## config.mk

```make
export PLATFORM = sky130hd
export DESIGN_NAME = seg_loader
export DESIGN_NICKNAME = d
export VERILOG_FILES = /design/src/rtl/seg_ld_pkg.sv /design/src/rtl/seg_sel_check.sv /design/src/rtl/seg_desc_check.sv /design/src/rtl/seg_cache_file.sv /design/src/rtl/seg_loader.sv
export SDC_FILE = /design/constraint.sdc
export NUM_CORES = 2
export LEC_CHECK = 0
export ABC_CLOCK_PERIOD_IN_PS = 5620
export BUFFER_PORTS_ARGS = -buffer_cell sky130_fd_sc_hd__buf_2
export CAP_MARGIN = 0
export CORE_MARGIN = 4
export CORE_UTILIZATION = 60
export CTS_BUF_LIST = sky130_fd_sc_hd__clkbuf_4 sky130_fd_sc_hd__clkbuf_8 sky130_fd_sc_hd__clkbuf_16
export DETAILED_ROUTE_END_ITERATION = 10
export PLACE_DENSITY = 0.83
export SETUP_SLACK_MARGIN = 0.15
export SYNTH_ARGS = -nofsm -noshare
export SYNTH_HDL_FRONTEND = slang
export SYNTH_SLANG_ARGS = --single-unit
```

## constraint.sdc

```tcl
create_clock -name clk -period 5.62 [get_ports clk]
set_clock_uncertainty 0.05 [all_clocks]
set_input_delay 1.405 -clock clk [delete_from_list [all_inputs] [get_ports clk]]
set_output_delay 1.405 -clock clk [all_outputs]
set_load 0.1 [all_outputs]
```

## src/rtl/seg_ld_pkg.sv

```systemverilog
package seg_ld_pkg;

    localparam int SEL_W  = 16;
    localparam int WORD_W = 32;

    typedef enum logic [1:0] {
        FK_NONE  = 2'd0,
        FK_GP    = 2'd1,
        FK_STACK = 2'd2,
        FK_NP    = 2'd3
    } fault_kind_e;

    typedef enum logic [2:0] {
        S_IDLE,
        S_RD_LO,
        S_WT_LO,
        S_RD_HI,
        S_WT_HI,
        S_CHECK,
        S_WBACK
    } ld_state_e;

    typedef struct packed {
        logic              valid;
        logic [SEL_W-1:0]  sel;
        logic [WORD_W-1:0] base;
        logic [WORD_W-1:0] limit;
        logic [7:0]        attr;
        logic [2:0]        flags;
    } seg_cache_t;

endpackage

```

## src/rtl/seg_sel_check.sv

```systemverilog
module seg_sel_check
    import seg_ld_pkg::*;
(
    input  logic [SEL_W-1:0]  sel,
    input  logic [WORD_W-1:0] gbase,
    input  logic [WORD_W-1:0] glimit,
    input  logic [WORD_W-1:0] lbase,
    input  logic [WORD_W-1:0] llimit,
    input  logic              lvalid,
    output logic              is_null,
    output logic              bound_fault,
    output logic [WORD_W-1:0] desc_addr
);
    logic [WORD_W-1:0] offs;
    logic [WORD_W-1:0] last_byte;

    always_comb begin
        offs      = {{(WORD_W-SEL_W){1'b0}}, sel[SEL_W-1:3], 3'b000};
        last_byte = {{(WORD_W-SEL_W){1'b0}}, sel[SEL_W-1:3], 3'b111};
        is_null   = (sel[SEL_W-1:2] == '0);
        if (sel[2]) begin
            bound_fault = !lvalid || (last_byte > llimit);
            desc_addr   = lbase + offs;
        end else begin
            bound_fault = (last_byte > glimit);
            desc_addr   = gbase + offs;
        end
    end
endmodule

```

## src/rtl/seg_desc_check.sv

```systemverilog
module seg_desc_check
    import seg_ld_pkg::*;
(
    input  logic [WORD_W-1:0] lo,
    input  logic [WORD_W-1:0] hi,
    input  logic [SEL_W-1:0]  sel,
    input  logic [1:0]        cpl,
    input  logic              is_stack,
    output fault_kind_e       kind,
    output logic              need_wb,
    output logic [WORD_W-1:0] wb_word,
    output seg_cache_t        entry
);
    logic [7:0]  acc;
    logic [1:0]  dpl;
    logic [1:0]  rpl;
    logic        present, is_seg, exe, conf_ed, rd_wr, touched;
    logic [19:0] lim20;

    always_comb begin
        acc     = hi[15:8];
        present = acc[7];
        dpl     = acc[6:5];
        is_seg  = acc[4];
        exe     = acc[3];
        conf_ed = acc[2];
        rd_wr   = acc[1];
        touched = acc[0];
        rpl     = sel[1:0];
        lim20   = {hi[19:16], lo[15:0]};

        entry.valid = 1'b1;
        entry.sel   = sel;
        entry.base  = {hi[31:24], hi[7:0], lo[31:16]};
        entry.attr  = acc | 8'h01;
        entry.flags = {hi[23], hi[22], hi[20]};
        if (!hi[23])
            entry.limit = {12'h000, lim20};
        else if (!exe && conf_ed)
            entry.limit = {lim20, 12'h000};
        else
            entry.limit = {lim20, 12'hFFF};

        wb_word = hi | 32'h0000_0100;
        kind    = FK_NONE;
        if (is_stack) begin
            need_wb = 1'b1;
            if (rpl != cpl)
                kind = FK_GP;
            else if (!(is_seg && !exe && rd_wr))
                kind = FK_GP;
            else if (dpl != cpl)
                kind = FK_GP;
            else if (!present)
                kind = FK_STACK;
        end else begin
            need_wb = !touched;
            if (!is_seg || (exe && !rd_wr))
                kind = FK_GP;
            else if ((!exe || !conf_ed) && ((rpl > dpl) || (cpl > dpl)))
                kind = FK_GP;
            else if (!present)
                kind = FK_NP;
        end
    end
endmodule

```

## src/rtl/seg_cache_file.sv

```systemverilog
module seg_cache_file
    import seg_ld_pkg::*;
#(
    parameter int NUM_SEG = 5,
    parameter int ID_W    = 3
) (
    input  logic            clk,
    input  logic            rst_n,
    input  logic            we,
    input  logic [ID_W-1:0] wid,
    input  seg_cache_t      wdata,
    input  logic [ID_W-1:0] rd_id,
    output seg_cache_t      rd_entry,
    input  logic [ID_W-1:0] mg_id,
    output seg_cache_t      mg_entry
);
    seg_cache_t ent_q [NUM_SEG];
    seg_cache_t ent_d [NUM_SEG];

    for (genvar g = 0; g < NUM_SEG; g++) begin : g_ent
        always_comb begin
            ent_d[g] = ent_q[g];
            if (we && (wid == ID_W'(g)))
                ent_d[g] = wdata;
        end
        always_ff @(posedge clk or negedge rst_n) begin
            if (!rst_n) ent_q[g] <= '0;
            else        ent_q[g] <= ent_d[g];
        end
    end

    always_comb begin
        rd_entry = '0;
        mg_entry = '0;
        for (int i = 0; i < NUM_SEG; i++) begin
            if (rd_id == ID_W'(i)) rd_entry = ent_q[i];
            if (mg_id == ID_W'(i)) mg_entry = ent_q[i];
        end
    end
endmodule

```

## src/rtl/seg_loader.sv

```systemverilog
module seg_loader
    import seg_ld_pkg::*;
#(
    parameter int NUM_SEG  = 5,
    parameter int STACK_ID = 1,
    localparam int ID_W    = (NUM_SEG > 1) ? $clog2(NUM_SEG) : 1
) (
    input  logic              clk,
    input  logic              rst_n,
    input  logic              start,
    input  logic [ID_W-1:0]   seg_id,
    input  logic [SEL_W-1:0]  sel_in,
    input  logic [1:0]        mode,
    input  logic [1:0]        cpl,
    input  logic              tbl_we,
    input  logic              tbl_local,
    input  logic              tbl_valid,
    input  logic [WORD_W-1:0] tbl_base,
    input  logic [WORD_W-1:0] tbl_limit,
    output logic              busy,
    output logic              done,
    output logic              fault,
    output logic [1:0]        fault_kind,
    output logic [SEL_W-1:0]  fault_code,
    output logic              mem_req_valid,
    input  logic              mem_req_ready,
    output logic              mem_req_write,
    output logic [WORD_W-1:0] mem_req_addr,
    output logic [WORD_W-1:0] mem_req_wdata,
    input  logic              mem_rsp_valid,
    input  logic [WORD_W-1:0] mem_rsp_data,
    input  logic [ID_W-1:0]   rd_id,
    output logic              rd_valid,
    output logic [SEL_W-1:0]  rd_sel,
    output logic [WORD_W-1:0] rd_base,
    output logic [WORD_W-1:0] rd_limit,
    output logic [7:0]        rd_attr,
    output logic [2:0]        rd_flags
);
    typedef struct packed {
        ld_state_e         st;
        logic [ID_W-1:0]   id;
        logic [SEL_W-1:0]  sel;
        logic [1:0]        cpl;
        logic [WORD_W-1:0] addr;
        logic [WORD_W-1:0] lo;
        logic [WORD_W-1:0] hi;
        logic [WORD_W-1:0] wdata;
        logic              done;
        logic              fault;
        fault_kind_e       kind;
        logic [SEL_W-1:0]  code;
        logic [WORD_W-1:0] gbase;
        logic [WORD_W-1:0] glimit;
        logic [WORD_W-1:0] lbase;
        logic [WORD_W-1:0] llimit;
        logic              lvalid;
    } regs_t;

    regs_t q, d;

    logic              sc_null, sc_bound;
    logic [WORD_W-1:0] sc_addr;
    fault_kind_e       dc_kind;
    logic              dc_wb;
    logic [WORD_W-1:0] dc_wword;
    seg_cache_t        dc_entry;

    logic              cwe;
    logic [ID_W-1:0]   cwid;
    seg_cache_t        cwd;
    seg_cache_t        rd_entry, mg_entry;
    logic              id_ok, start_stack;

    seg_sel_check u_sel (
        .sel         (sel_in),
        .gbase       (q.gbase),
        .glimit      (q.glimit),
        .lbase       (q.lbase),
        .llimit      (q.llimit),
        .lvalid      (q.lvalid),
        .is_null     (sc_null),
        .bound_fault (sc_bound),
        .desc_addr   (sc_addr)
    );

    seg_desc_check u_desc (
        .lo       (q.lo),
        .hi       (q.hi),
        .sel      (q.sel),
        .cpl      (q.cpl),
        .is_stack (q.id == ID_W'(STACK_ID)),
        .kind     (dc_kind),
        .need_wb  (dc_wb),
        .wb_word  (dc_wword),
        .entry    (dc_entry)
    );

    seg_cache_file #(.NUM_SEG(NUM_SEG), .ID_W(ID_W)) u_cache (
        .clk      (clk),
        .rst_n    (rst_n),
        .we       (cwe),
        .wid      (cwid),
        .wdata    (cwd),
        .rd_id    (rd_id),
        .rd_entry (rd_entry),
        .mg_id    (seg_id),
        .mg_entry (mg_entry)
    );

    always_comb begin
        d          = q;
        d.done     = 1'b0;
        d.fault    = 1'b0;
        cwe        = 1'b0;
        cwid       = q.id;
        cwd        = dc_entry;
        mem_req_valid = 1'b0;
        mem_req_write = 1'b0;
        mem_req_addr  = q.addr;
        mem_req_wdata = q.wdata;
        id_ok       = ({1'b0, seg_id} < (ID_W+1)'(NUM_SEG));
        start_stack = (seg_id == ID_W'(STACK_ID));

        if (tbl_we) begin
            if (tbl_local) begin
                d.lbase  = tbl_base;
                d.llimit = tbl_limit;
                d.lvalid = tbl_valid;
            end else begin
                d.gbase  = tbl_base;
                d.glimit = tbl_limit;
            end
        end

        case (q.st)
            S_IDLE: begin
                if (start && id_ok) begin
                    cwid = seg_id;
                    if (mode == 2'b00) begin
                        // real mode: keep size and rights, refresh base
                        cwe       = 1'b1;
                        cwd       = mg_entry;
                        cwd.valid = 1'b1;
                        cwd.sel   = sel_in;
                        cwd.base  = {12'h000, sel_in, 4'h0};
                        cwd.attr  = mg_entry.attr | 8'h91;
                        d.done    = 1'b1;
                    end else if (mode[1]) begin
                        // virtual-8086: fixed 64 KiB writable data segment
                        cwe       = 1'b1;
                        cwd.valid = 1'b1;
                        cwd.sel   = sel_in;
                        cwd.base  = {12'h000, sel_in, 4'h0};
                        cwd.limit = 32'h0000_FFFF;
                        cwd.attr  = 8'hF3;
                        cwd.flags = 3'b000;
                        d.done    = 1'b1;
                    end else if (sc_null) begin
                        if (start_stack) begin
                            d.fault = 1'b1;
                            d.kind  = FK_GP;
                            d.code  = '0;
                        end else begin
                            cwe       = 1'b1;
                            cwd       = mg_entry;
                            cwd.valid = 1'b0;
                            cwd.sel   = '0;
                            d.done    = 1'b1;
                        end
                    end else if (sc_bound) begin
                        d.fault = 1'b1;
                        d.kind  = FK_GP;
                        d.code  = {sel_in[SEL_W-1:2], 2'b00};
                    end else begin
                        d.st   = S_RD_LO;
                        d.id   = seg_id;
                        d.sel  = sel_in;
                        d.cpl  = cpl;
                        d.addr = sc_addr;
                    end
                end
            end
            S_RD_LO: begin
                mem_req_valid = 1'b1;
                if (mem_req_ready) d.st = S_WT_LO;
            end
            S_WT_LO: begin
                if (mem_rsp_valid) begin
                    d.lo = mem_rsp_data;
                    d.st = S_RD_HI;
                end
            end
            S_RD_HI: begin
                mem_req_valid = 1'b1;
                mem_req_addr  = q.addr + 32'd4;
                if (mem_req_ready) d.st = S_WT_HI;
            end
            S_WT_HI: begin
                if (mem_rsp_valid) begin
                    d.hi = mem_rsp_data;
                    d.st = S_CHECK;
                end
            end
            S_CHECK: begin
                if (dc_kind != FK_NONE) begin
                    d.fault = 1'b1;
                    d.kind  = dc_kind;
                    d.code  = {q.sel[SEL_W-1:2], 2'b00};
                    d.st    = S_IDLE;
                end else begin
                    cwe = 1'b1;
                    cwd = dc_entry;
                    if (dc_wb) begin
                        d.wdata = dc_wword;
                        d.st    = S_WBACK;
                    end else begin
                        d.done = 1'b1;
                        d.st   = S_IDLE;
                    end
                end
            end
            S_WBACK: begin
                mem_req_valid = 1'b1;
                mem_req_write = 1'b1;
                mem_req_addr  = q.addr + 32'd4;
                if (mem_req_ready) begin
                    d.done = 1'b1;
                    d.st   = S_IDLE;
                end
            end
            default: d.st = S_IDLE;
        endcase
    end

    always_ff @(posedge clk or negedge rst_n) begin
        if (!rst_n) begin
            q      <= '0;
            q.st   <= S_IDLE;
            q.kind <= FK_NONE;
        end else begin
            q <= d;
        end
    end

    assign busy       = (q.st != S_IDLE);
    assign done       = q.done;
    assign fault      = q.fault;
    assign fault_kind = q.kind;
    assign fault_code = q.code;
    assign rd_valid   = rd_entry.valid;
    assign rd_sel     = rd_entry.sel;
    assign rd_base    = rd_entry.base;
    assign rd_limit   = rd_entry.limit;
    assign rd_attr    = rd_entry.attr;
    assign rd_flags   = rd_entry.flags;

    assert_pulse_excl_R11: assert property (@(posedge clk) disable iff (!rst_n)
        !(done && fault));

    assert_busy_end_R11: assert property (@(posedge clk) disable iff (!rst_n)
        $fell(busy) |-> (done || fault));

    assert_req_hold_R13: assert property (@(posedge clk) disable iff (!rst_n)
        (mem_req_valid && !mem_req_ready) |=>
            (mem_req_valid && $stable(mem_req_addr) && $stable(mem_req_write)
             && $stable(mem_req_wdata)));

    assert_req_busy_R1: assert property (@(posedge clk) disable iff (!rst_n)
        mem_req_valid |-> busy);

    assert_wb_flag_R7: assert property (@(posedge clk) disable iff (!rst_n)
        (mem_req_valid && mem_req_write) |-> mem_req_wdata[8]);

    assert_fault_nowrite_R8: assert property (@(posedge clk) disable iff (!rst_n)
        fault |-> !$past(cwe));

endmodule

```

==> flow_metrics.tcl <==
set metrics [dict create \
    status "complete, no violations" \
    area.growth.synth_to_final_pct 16.6 \
    p_per_area_mw_per_mm2 545 \
    port-buffer-count 306 \
    required_ps 4160 \
    worst_slack_ps 657 \
    combinationalPowerShare_pct 41.4 \
    critical_path.reg2reg.startpoint "q[195]" \
    rrSetupSlack_ps 1670 \
    total_of_flip_flops_plus_latches_after_synthesis 759 \
    worstSetupPathType "input port to output port" \
    p_sw_share_pct 41.3 \
    routedWlPerCell_um 26.3 \
    setup_total_negative_slack_ps 0 \
    row_count 93 \
    drt_wl_total_um 113000 \
    share_of_power_burned_in_the_clock_network_pct 21.7 \
    endpoint_class_of_the_critical_path "output port" \
    cts_htree_levels 3 \
    holdCritPathClass "flip-flop to flip-flop" \
    cts.root.buffer_cell "sky130_fd_sc_hd__clkbuf_16" \
    total_power_uw 24900 \
    p_int_uw 14600 \
    worstHoldStart "mem_req_wdata[12]" \
    gp_routability_congestion 0.889 \
    max-vdd-ir-drop_uv 625 \
    vias 28423 \
    vias_in_the_first_global_route 29700 \
    drt_iter0_drc 2818 \
    die_h_um 264 \
    total_leakage_power_uw 0.0204 \
    crit_path_max_fanout 52 \
    drt_pre_antenna_iters 5 \
    worst_setup_path_start_kind "input port" \
    clk-insertion-delay-late_ps 640 \
    dominant_cell_type_by_area_after_synthesis "sky130_fd_sc_hd__dfrtp_1" \
    synth_top_cells_by_area "sky130_fd_sc_hd__dfrtp_1 48%, sky130_fd_sc_hd__mux2_2 20%, sky130_fd_sc_hd__mux4_2 5.6%, sky130_fd_sc_hd__mux2i_1 2.8%, sky130_fd_sc_hd__a22oi_1 1.7%" \
    synth-warning-count 0 \
    synthFlopType "sky130_fd_sc_hd__dfrtp_1" \
    worst_hold_path.num_cells 1 \
    seqPwrFrac_pct 36.8 \
    cts_repair_resize_count 0 \
    synth.cell_area_mm2 0.0392 \
    timing.hold.worst_endpoint "mem_req_wdata[12]" \
    critical_path_arrival_ps 3510 \
    grt_overflow 0 \
    synth_top_area_share_pct 48.5 \
    cts.clk_slew.worst_paths_ps 60 \
    yosys.cell_types.count 78 \
    relSlewSlack_pct 21.4 \
    synth_common_cells "759 x sky130_fd_sc_hd__dfrtp_1, 684 x sky130_fd_sc_hd__mux2_2, 176 x sky130_fd_sc_hd__nand2_1" \
    die_x_um 264 \
    grt_util_all_layers_pct 32.2 \
    timing.final.hold_violations 0 \
    final_layout_size_suffix_gt1_share_pct 41.5 \
    sink_count 759 \
    setup_repair_after_global_routing_missed_its_margin "no" \
    power_switching_uw 10300 \
    post-synth-top-count-cell "sky130_fd_sc_hd__dfrtp_1" \
    synth_sequential_area_ratio_pct 48.5 \
    ioPinCount 309 \
    num-nets-final 3558 \
    fillers 4250 \
    synthesis.instances 3197 \
    cts-buffers-inserted 80 \
    wire_length_of_the_first_global_routing_pass_um 176000 \
    hpwlAfterDp_um 73200 \
    cts_setup_buffers 0 \
    number_of_flops_mapped_to_enable_cells_by_yosys 0 \
    hold_buffers 0 \
    postSynthAreaPerCell_um2 12.3 \
    postSynth.asyncResetShare_pct 100 \
    layout_worst_path_cycle_share_pct 88.3 \
    avgViaCountPerCell 6.60 \
    post-place-ws_ps 654 \
    maxCapViolCount 0 \
    fmax_mhz 202 \
    start_util_pct 60.7 \
    cts_tree "done" \
    setup_viol 0 \
    fin_crit_ps 4960 \
    die-area_mm2 0.0694 \
    count_of_final_max_slew_check_failures 0 \
    remaining_drc_errors 0 \
    timing_worst_slew_pin_value_ps 1170 \
    r2r_end "u_cache.ent_q[5]" \
    placeableCoreArea_mm2 0.0646 \
    detail-route-antenna-nets 0 \
    r2r.worst_path.cells 10 \
    pin_count_of_the_biggest_net_entering_global_routing 111 \
    ctsLongestPathBuffers 3 \
    antenna_found_initial 9 \
]
[flip-flops by register name (all words and copies together), names as in the netlist]
signal and count:
fault_code 14, done 1, u_cache.ent_q 460, fault 1, fault_kind 2, q 249
mem_req_wdata 32
[layer usage]
| layer | GRT usage (%) | part of all wire [%] | vias to the layer above |
|---|---|---|---|
| li1 | - | - | 12026 |
| met1 | 41.5 | 38 | 14602 |
| met2 | 51.5 | 48 | 1453 |
| met3 | 8.00 | 9.3 | 334 |
| met4 | 15.8 | 5.2 | 8 |
| met5 | 0 | 0.049 | - |
[cells by family (layout without fill, tap and decap cells)]
group	count (synthesis)	count (layout)	synth area share (%)
AO/OA/AOI/OAI	572	572	9.63
adder cells (fa/ha/maj)	46	46	1.48
AND/OR/NAND/NOR	515	515	6.26
XOR/XNOR	56	56	1.25
flip-flops	759	759	48.5
multiplexers	904	904	28.5
buffers and inverters	344	591	4.41
other	1	8	0.00957
[power by group through the flow]
stage          Combinational, µW  Clock (µW)  Sequential [µW]
2_1_floorplan               7880           0             8550
3_3_place_gp                9980           0             9020
3_5_place_dp               10200           0             9150
4_1_cts                    10300        5480             9090
5_1_grt                    10900        5690             9380
6_report                   10300        5410             9170
[placed cells by master (no fill, tap or decap), drive strengths merged, types with 3 or more instances in the layout]
cell type | netlist | layout
dfrtp | 759 | 759
and2 | 9 | 9
mux2i | 108 | 108
clkbuf | 126 | 109
a22oi | 90 | 90
a22o | 15 | 15
ha | 44 | 44
o21ai | 127 | 127
xor2 | 27 | 27
nor4 | 18 | 18
nor2 | 141 | 141
xnor2 | 29 | 29
a211oi | 6 | 6
nand2 | 176 | 176
o21bai | 4 | 4
nor3 | 8 | 8
or3 | 3 | 3
nor3b | 9 | 9
bufinv | 0 | 6
clkinvlp | 0 | 6
a21o | 18 | 18
o2bb2ai | 22 | 22
clkinv | 0 | 17
mux4 | 98 | 98
a31oi | 39 | 39
nor2b | 56 | 56
mux2 | 698 | 698
or2 | 12 | 12
o22ai | 91 | 91
and3 | 6 | 6
a21oi | 135 | 135
nand4 | 14 | 14
inv | 63 | 69
nand3 | 26 | 26
and4 | 4 | 4
diode | 0 | 6
nand2b | 26 | 26
buf | 155 | 384
[cell type report]
| cell class | count | area (µm²) | area share [%] |
|---|---|---|---|
| Inverter | 63 | 236 | 0.518 |
| Timing Repair Buffer | 384 | 3690 | 8.09 |
| Sequential cell | 759 | 19000 | 41.6 |
| Multi-Input combinational cell | 2095 | 19000 | 41.6 |
| Antenna cell | 6 | 15.0 | 0.0329 |
| Clock inverter | 35 | 389 | 0.852 |
| Tap cell | 855 | 1070 | 2.34 |
| Clock buffer | 109 | 2300 | 5.03 |
[worst max-delay path by stage]
stage | startpoint | end | cells past startpoint
2_1_floorplan | rd_id[0] | rd_base[3] | 5
3_3_place_gp | rd_id[0] | rd_base[27] | 6
3_5_place_dp | rd_id[0] | rd_base[27] | 6
4_1_cts | rd_id[0] | rd_base[27] | 6
5_1_grt | q[298] | mem_req_addr[31] | 8
6_report | rd_id[0] | rd_base[27] | 6
[critical path, stage by stage]
cell and delay, ps:
sky130_fd_sc_hd__buf_8 230, sky130_fd_sc_hd__nor3b_2 710, sky130_fd_sc_hd__buf_4 360, sky130_fd_sc_hd__nand2_1 80
sky130_fd_sc_hd__o21ai_1 180, sky130_fd_sc_hd__buf_2 500
[through the flow]
| stage | util, % | instance area (µm²) | hold slack (ps) | instances |
|---|---|---|---|---|
| floorplan | - | 39600 | 386 | 3198 |
| finish | 70.7 | 45700 | 414 | 4306 |
| detailed placement | 66.6 | 43000 | 397 | 4156 |
| global route | 70.7 | 45700 | 421 | 4304 |
| CTS | 70.7 | 45700 | 415 | 4300 |
| global placement | 66.6 | 43000 | 394 | 4156 |
Power figures use the tool's default switching activity.
